$ cat src/rtl/bp_pkg.sv
package bp_pkg;
  typedef logic [1:0] ctr_t;

  localparam ctr_t CTR_RESET = 2'd2;
  localparam ctr_t CTR_MIN   = 2'd0;
  localparam ctr_t CTR_MAX   = 2'd3;

  // Inverted encoding: low values lean taken; taken moves the counter down.
  function automatic ctr_t ctr_next(input ctr_t c, input logic taken);
    if (taken) return (c == CTR_MIN) ? CTR_MIN : ctr_t'(c - 2'd1);
    else       return (c == CTR_MAX) ? CTR_MAX : ctr_t'(c + 2'd1);
  endfunction

  function automatic logic ctr_predict(input ctr_t c);
    return ~c[1];
  endfunction
endpackage

$ cat src/rtl/bp_history.sv
module bp_history #(
  parameter int HIST_W = 6,
  parameter int LHT_W  = 3
) (
  input  logic              clk,
  input  logic              rst_n,
  input  logic              mode_local,
  input  logic [LHT_W-1:0]  lkp_sel,
  input  logic              upd_valid,
  input  logic [LHT_W-1:0]  upd_sel,
  input  logic              upd_taken,
  output logic [HIST_W-1:0] lkp_hist
);
  localparam int LHT_N = 1 << LHT_W;

  logic [HIST_W-1:0] ghist_q;
  logic [HIST_W-1:0] lhist_q [LHT_N];

  always_ff @(posedge clk) begin
    if (!rst_n) ghist_q <= '0;
    else if (upd_valid && !mode_local)
      ghist_q <= {ghist_q[HIST_W-2:0], upd_taken};
  end

  for (genvar e = 0; e < LHT_N; e++) begin : g_lht
    always_ff @(posedge clk) begin
      if (!rst_n) lhist_q[e] <= '0;
      else if (upd_valid && mode_local && upd_sel == LHT_W'(e))
        lhist_q[e] <= {lhist_q[e][HIST_W-2:0], upd_taken};
    end
  end

  assign lkp_hist = mode_local ? lhist_q[lkp_sel] : ghist_q;
endmodule

$ cat src/rtl/bp_counter_table.sv
module bp_counter_table
  import bp_pkg::*;
#(
  parameter int IDX_W = 6
) (
  input  logic                      clk,
  input  logic                      rst_n,
  input  logic [IDX_W-1:0]          rd_idx,
  output ctr_t                      rd_ctr,
  input  logic                      wr_en,
  input  logic [IDX_W-1:0]          wr_idx,
  input  logic                      wr_taken,
  output logic [2*(1<<IDX_W)-1:0]   ctr_flat
);
  localparam int N = 1 << IDX_W;

  ctr_t ctr_q [N];

  for (genvar e = 0; e < N; e++) begin : g_ent
    always_ff @(posedge clk) begin
      if (!rst_n) ctr_q[e] <= CTR_RESET;
      else if (wr_en && wr_idx == IDX_W'(e))
        ctr_q[e] <= ctr_next(ctr_q[e], wr_taken);
    end
    assign ctr_flat[2*e +: 2] = ctr_q[e];
  end

  // Registered storage: a same-cycle read sees the value before the write.
  assign rd_ctr = ctr_q[rd_idx];
endmodule

$ cat src/rtl/bp_dir_predictor.sv
module bp_dir_predictor
  import bp_pkg::*;
#(
  parameter int HIST_W = 6,
  parameter int LHT_W  = 3,
  parameter int PC_W   = 32,
  parameter int PC_LSB = 2
) (
  input  logic              clk,
  input  logic              rst_n,
  input  logic              mode_local,
  input  logic              lkp_valid,
  input  logic [PC_W-1:0]   lkp_pc,
  output logic              lkp_taken,
  output logic [HIST_W-1:0] lkp_index,
  input  logic              upd_valid,
  input  logic [PC_W-1:0]   upd_pc,
  input  logic [HIST_W-1:0] upd_index,
  input  logic              upd_taken
);
  localparam int N = 1 << HIST_W;

  logic [LHT_W-1:0]  lkp_sel, upd_sel;
  logic [HIST_W-1:0] hist;
  ctr_t              rd_ctr;
  logic [2*N-1:0]    ctr_flat;
  logic              unused_pc_bits;

  assign lkp_sel = lkp_pc[PC_LSB +: LHT_W];
  assign upd_sel = upd_pc[PC_LSB +: LHT_W];
  assign unused_pc_bits = ^{lkp_pc, upd_pc};

  bp_history #(.HIST_W(HIST_W), .LHT_W(LHT_W)) u_hist (
    .clk(clk), .rst_n(rst_n), .mode_local(mode_local),
    .lkp_sel(lkp_sel), .upd_valid(upd_valid), .upd_sel(upd_sel),
    .upd_taken(upd_taken), .lkp_hist(hist)
  );

  bp_counter_table #(.IDX_W(HIST_W)) u_tbl (
    .clk(clk), .rst_n(rst_n), .rd_idx(hist), .rd_ctr(rd_ctr),
    .wr_en(upd_valid), .wr_idx(upd_index), .wr_taken(upd_taken),
    .ctr_flat(ctr_flat)
  );

  assign lkp_index = hist;
  assign lkp_taken = lkp_valid & ctr_predict(rd_ctr);
endmodule

$ cat config.mk
export PLATFORM = sky130hd
export DESIGN_NAME = bp_dir_predictor
export DESIGN_NICKNAME = d
export VERILOG_FILES = /design/src/rtl/bp_pkg.sv /design/src/rtl/bp_history.sv /design/src/rtl/bp_counter_table.sv /design/src/rtl/bp_dir_predictor.sv
export SDC_FILE = /design/constraint.sdc
export NUM_CORES = 1
export LEC_CHECK = 0
export BUFFER_PORTS_ARGS = -buffer_cell sky130_fd_sc_hd__buf_2
export CORE_MARGIN = 2
export CORE_UTILIZATION = 50
export CTS_CLUSTER_DIAMETER = 200
export DETAILED_ROUTE_END_ITERATION = 12
export PLACE_DENSITY = 0.68
export REMOVE_ABC_BUFFERS = 1
export SLEW_MARGIN = 10
export SYNTH_ARGS = -nofsm -noshare
export SYNTH_HDL_FRONTEND = slang
export SYNTH_HIERARCHICAL = 1
export SYNTH_SLANG_ARGS = --single-unit
$ cat constraint.sdc
create_clock -name clk -period 4.6 [get_ports clk]
set_input_delay 0.69 -clock clk [delete_from_list [all_inputs] [get_ports clk]]
set_output_delay 0.69 -clock clk [all_outputs]
set_load 0.02 [all_outputs]
==> summary.md <==
| Metric | Value |
|---|---|
| Status | finished, final reports clean |
| Post-DP Area | 10600 µm² |
| Hpwl dp | 16.9 mm |
| Die ar. | 21700 µm² |
| Avg Inst Size Synth | 10.2 µm² |
| Final Cell Area | 11200 µm² |
| First-pass GRT wire length | 39.4 mm |
| Setup ws final | 0.319 ns |
| Core area | 20200 µm² |
| FF-to-FF setup slack | 3.42 ns |
| Clk sinks | 182 |
| 1st-pass router iterations | 7 |
| CP max stage cell | o31ai_4 |
| Grt ovf | 0 |
| Antenna violations before repair | 1 |
| Drt total wl | 25.3 mm |
| Worst-Skew Late Latency | 0.43 ns |
| Mapped Cells | 1006 |
| Setup Skew | 0.00905 ns |
| I/O Buffers | 24 |
| Worst r2r path cells | 3 |
| CP startpoint kind | input pin |
| Initial core utilization | 0.508 |
| CTS tree | built |
| Tightest Hold Check Type | reg -> reg |
| Post-route minimum period | 4.28 ns |
| Root buffer cell | clkbuf_16 |
| Rel. slew slack | 0.126 |
| Nets | 1091 |
| Hold path start | u_hist/ghist_q[5]$_SDFFE_PN0P_ |
| Post-CTS Resized | 0 |
| Drt drc | 0 |
| H-tree lvl count | 4 |
| Placer congestion estimate | 0.822 |
| Required time worst endpoint | 3.91 ns |
| Quantity of hold-fixing buffers added after cts | 0 |
| Total setup buffers inserted after CTS | 0 |
| Bufs on Longest Clock Path | 2 |
| Vias in the first global route | 7228 |
| Layout cells sized above 1 | 0.123 |
| Slowest stage delay, CP | 0.58 ns |
| Max-cap violations | 0 |
| Final setup TNS | 0 ns |
| Count of final hold-check violations | 0 |
| Crit-path max FO | 9 |
| Total number of vias | 7725 |
| Num rows | 52 |
| Routed wire length per instance | 19.5 µm |
| Post-route ant nets | 0 |
| Peak supply drop | 0.261 mV |
| Reg2reg start | u_tbl/ctr_q[37][1]$_SDFFCE_PN1P_ |
| Ports | 83 |
| RSZ-0062 raised after global routing | false |
| P&R area growth vs syn | 9.07% |
| Die X | 147 µm |
| Setup crit end kind | output pin |
| Cell Area, Synth | 10200 µm² |
| Max-slew violation count | 0 |
| CP cell instances | buf_2, mux2i_1, a22o_1, o31ai_4, buf_4, mux4_2, mux2i_1, a22oi_1, nand2_1, o21ai_1, nor2b_4, buf_2 |
| TritonCTS Buffers | 17 |
| Die Span Y | 147 µm |
| Dpl ws | 0.245 ns |
| Worst-Margin Slew | 1.30 ns |
| PD cells | 329 nW/µm² |
| Worst hold stages | 2 |
| FMAX | 234 MHz |
| Worst R2R End | u_tbl/ctr_q[37][0]$_SDFFCE_PN0P_ |
| Final Core Density | 0.554 |
| Period utilisation layout | 0.931 |
| Iteration-0 DRC count of the detailed router | 704 |
| Hold endpoint | u_hist/ghist_q[5]$_SDFFE_PN0P_ |
| Worst path arrival time | 3.59 ns |
| Largest net degree at the start of global routing | 82 |
| Crit path kind | in -> out |
| Vias per inst | 5.94 |
| Total number of yosys warnings | 6 |
| Worst-path clk slew | 0.08 ns |
| # setup viols final | 0 |
| Leakage | 4.15 nW |
| Tot GR Track Use | 0.236 |
## sequential cells by signal, summed over array words and instances (netlist names)
name and count:
u_hist/ghist_q 6, u_tbl/ctr_q 128, u_hist/lhist_q 48
## critical path, delay by kind of cell
| family | cells | cell delay [ns] |
|---|---|---|
| AOI/OAI and AO/OA | 4 | 1.12 |
| muxes | 3 | 0.87 |
| buffers and inverters | 3 | 0.70 |
| and+or+nand+nor | 2 | 0.21 |
## how the worst max path moves through the flow
stage,end,slack [ns],startpoint,cells past startpoint
2_1_floorplan,lkp_taken,-0.56,lkp_pc[3],9
3_3_place_gp,lkp_taken,0.24,lkp_pc[2],12
3_5_place_dp,lkp_taken,0.25,lkp_pc[2],12
4_1_cts,lkp_taken,0.26,lkp_pc[2],12
5_1_grt,lkp_taken,0.1,lkp_pc[2],12
6_report,lkp_taken,0.32,lkp_pc[2],12
## power breakdown
group	internal (mW)	switching, mW	total [mW]	leakage, nW
registers	1.85	0.0255	1.88	1.64
clock network	0.740	0.725	1.47	0.296
logic	0.106	0.225	0.331	2.21
total	2.70	0.976	3.68	4.15
## cells in the final DEF, fill, tap and decap left out, types with 2 or more instances in the layout
cell,instances
a211oi_1,2
a21boi_0,6
a22o_1,6
and2_1,48
buf_2,23
buf_4,24
clkbuf_16,17
clkinv_4,3
clkinv_8,4
dfxtp_1,6
diode_2,2
edfxtp_1,176
inv_1,67
inv_8,7
maj3_1,64
mux2_2,17
mux2i_1,16
mux4_2,12
nand2_1,164
nand2b_1,9
nand3_1,74
nand3b_1,6
nand4_1,2
nor2_1,25
nor2_2,2
nor2b_1,9
nor3_1,61
nor3_2,9
o21ai_0,139
o22ai_1,10
o31ai_1,4
o31ai_4,2
or2_2,2
or3b_1,2
## per-layer routing
| layer | GRT usage | wire length [µm] | share of wire | vias to the layer above |
|---|---|---|---|---|
| li1 | - | - | - | 3640 |
| met1 | 0.322 | 10700 | 0.42 | 3733 |
| met2 | 0.378 | 11900 | 0.47 | 311 |
| met3 | 0.0519 | 2170 | 0.086 | 41 |
| met4 | 0.0774 | 539 | 0.021 | 0 |
| met5 | 0 | 0 | 0 | - |
## stage by stage
| stage | power [mW] | hold slack [ns] | cells |
|---|---|---|---|
| 3_5_place_dp | 2.24 | 0.478 | 1266 |
| 6_report | 3.68 | 0.484 | 1300 |
| 4_1_cts | 3.69 | 0.489 | 1298 |
| 5_1_grt | 3.80 | 0.514 | 1298 |
| 2_1_floorplan | 2.10 | 0.444 | 949 |
| 3_3_place_gp | 2.24 | 0.464 | 1266 |
## layout make-up
type | count | area, µm²
inverters | 67 | 251
well taps | 270 | 338
fillers | 1775 | 8990
clock inverters | 15 | 179
repair buffers | 47 | 295
diodes | 2 | 5.00
flip-flops and latches | 182 | 5410
multi-input cells | 700 | 4280
clock buffers | 17 | 425
Power figures use the tool's default switching activity.
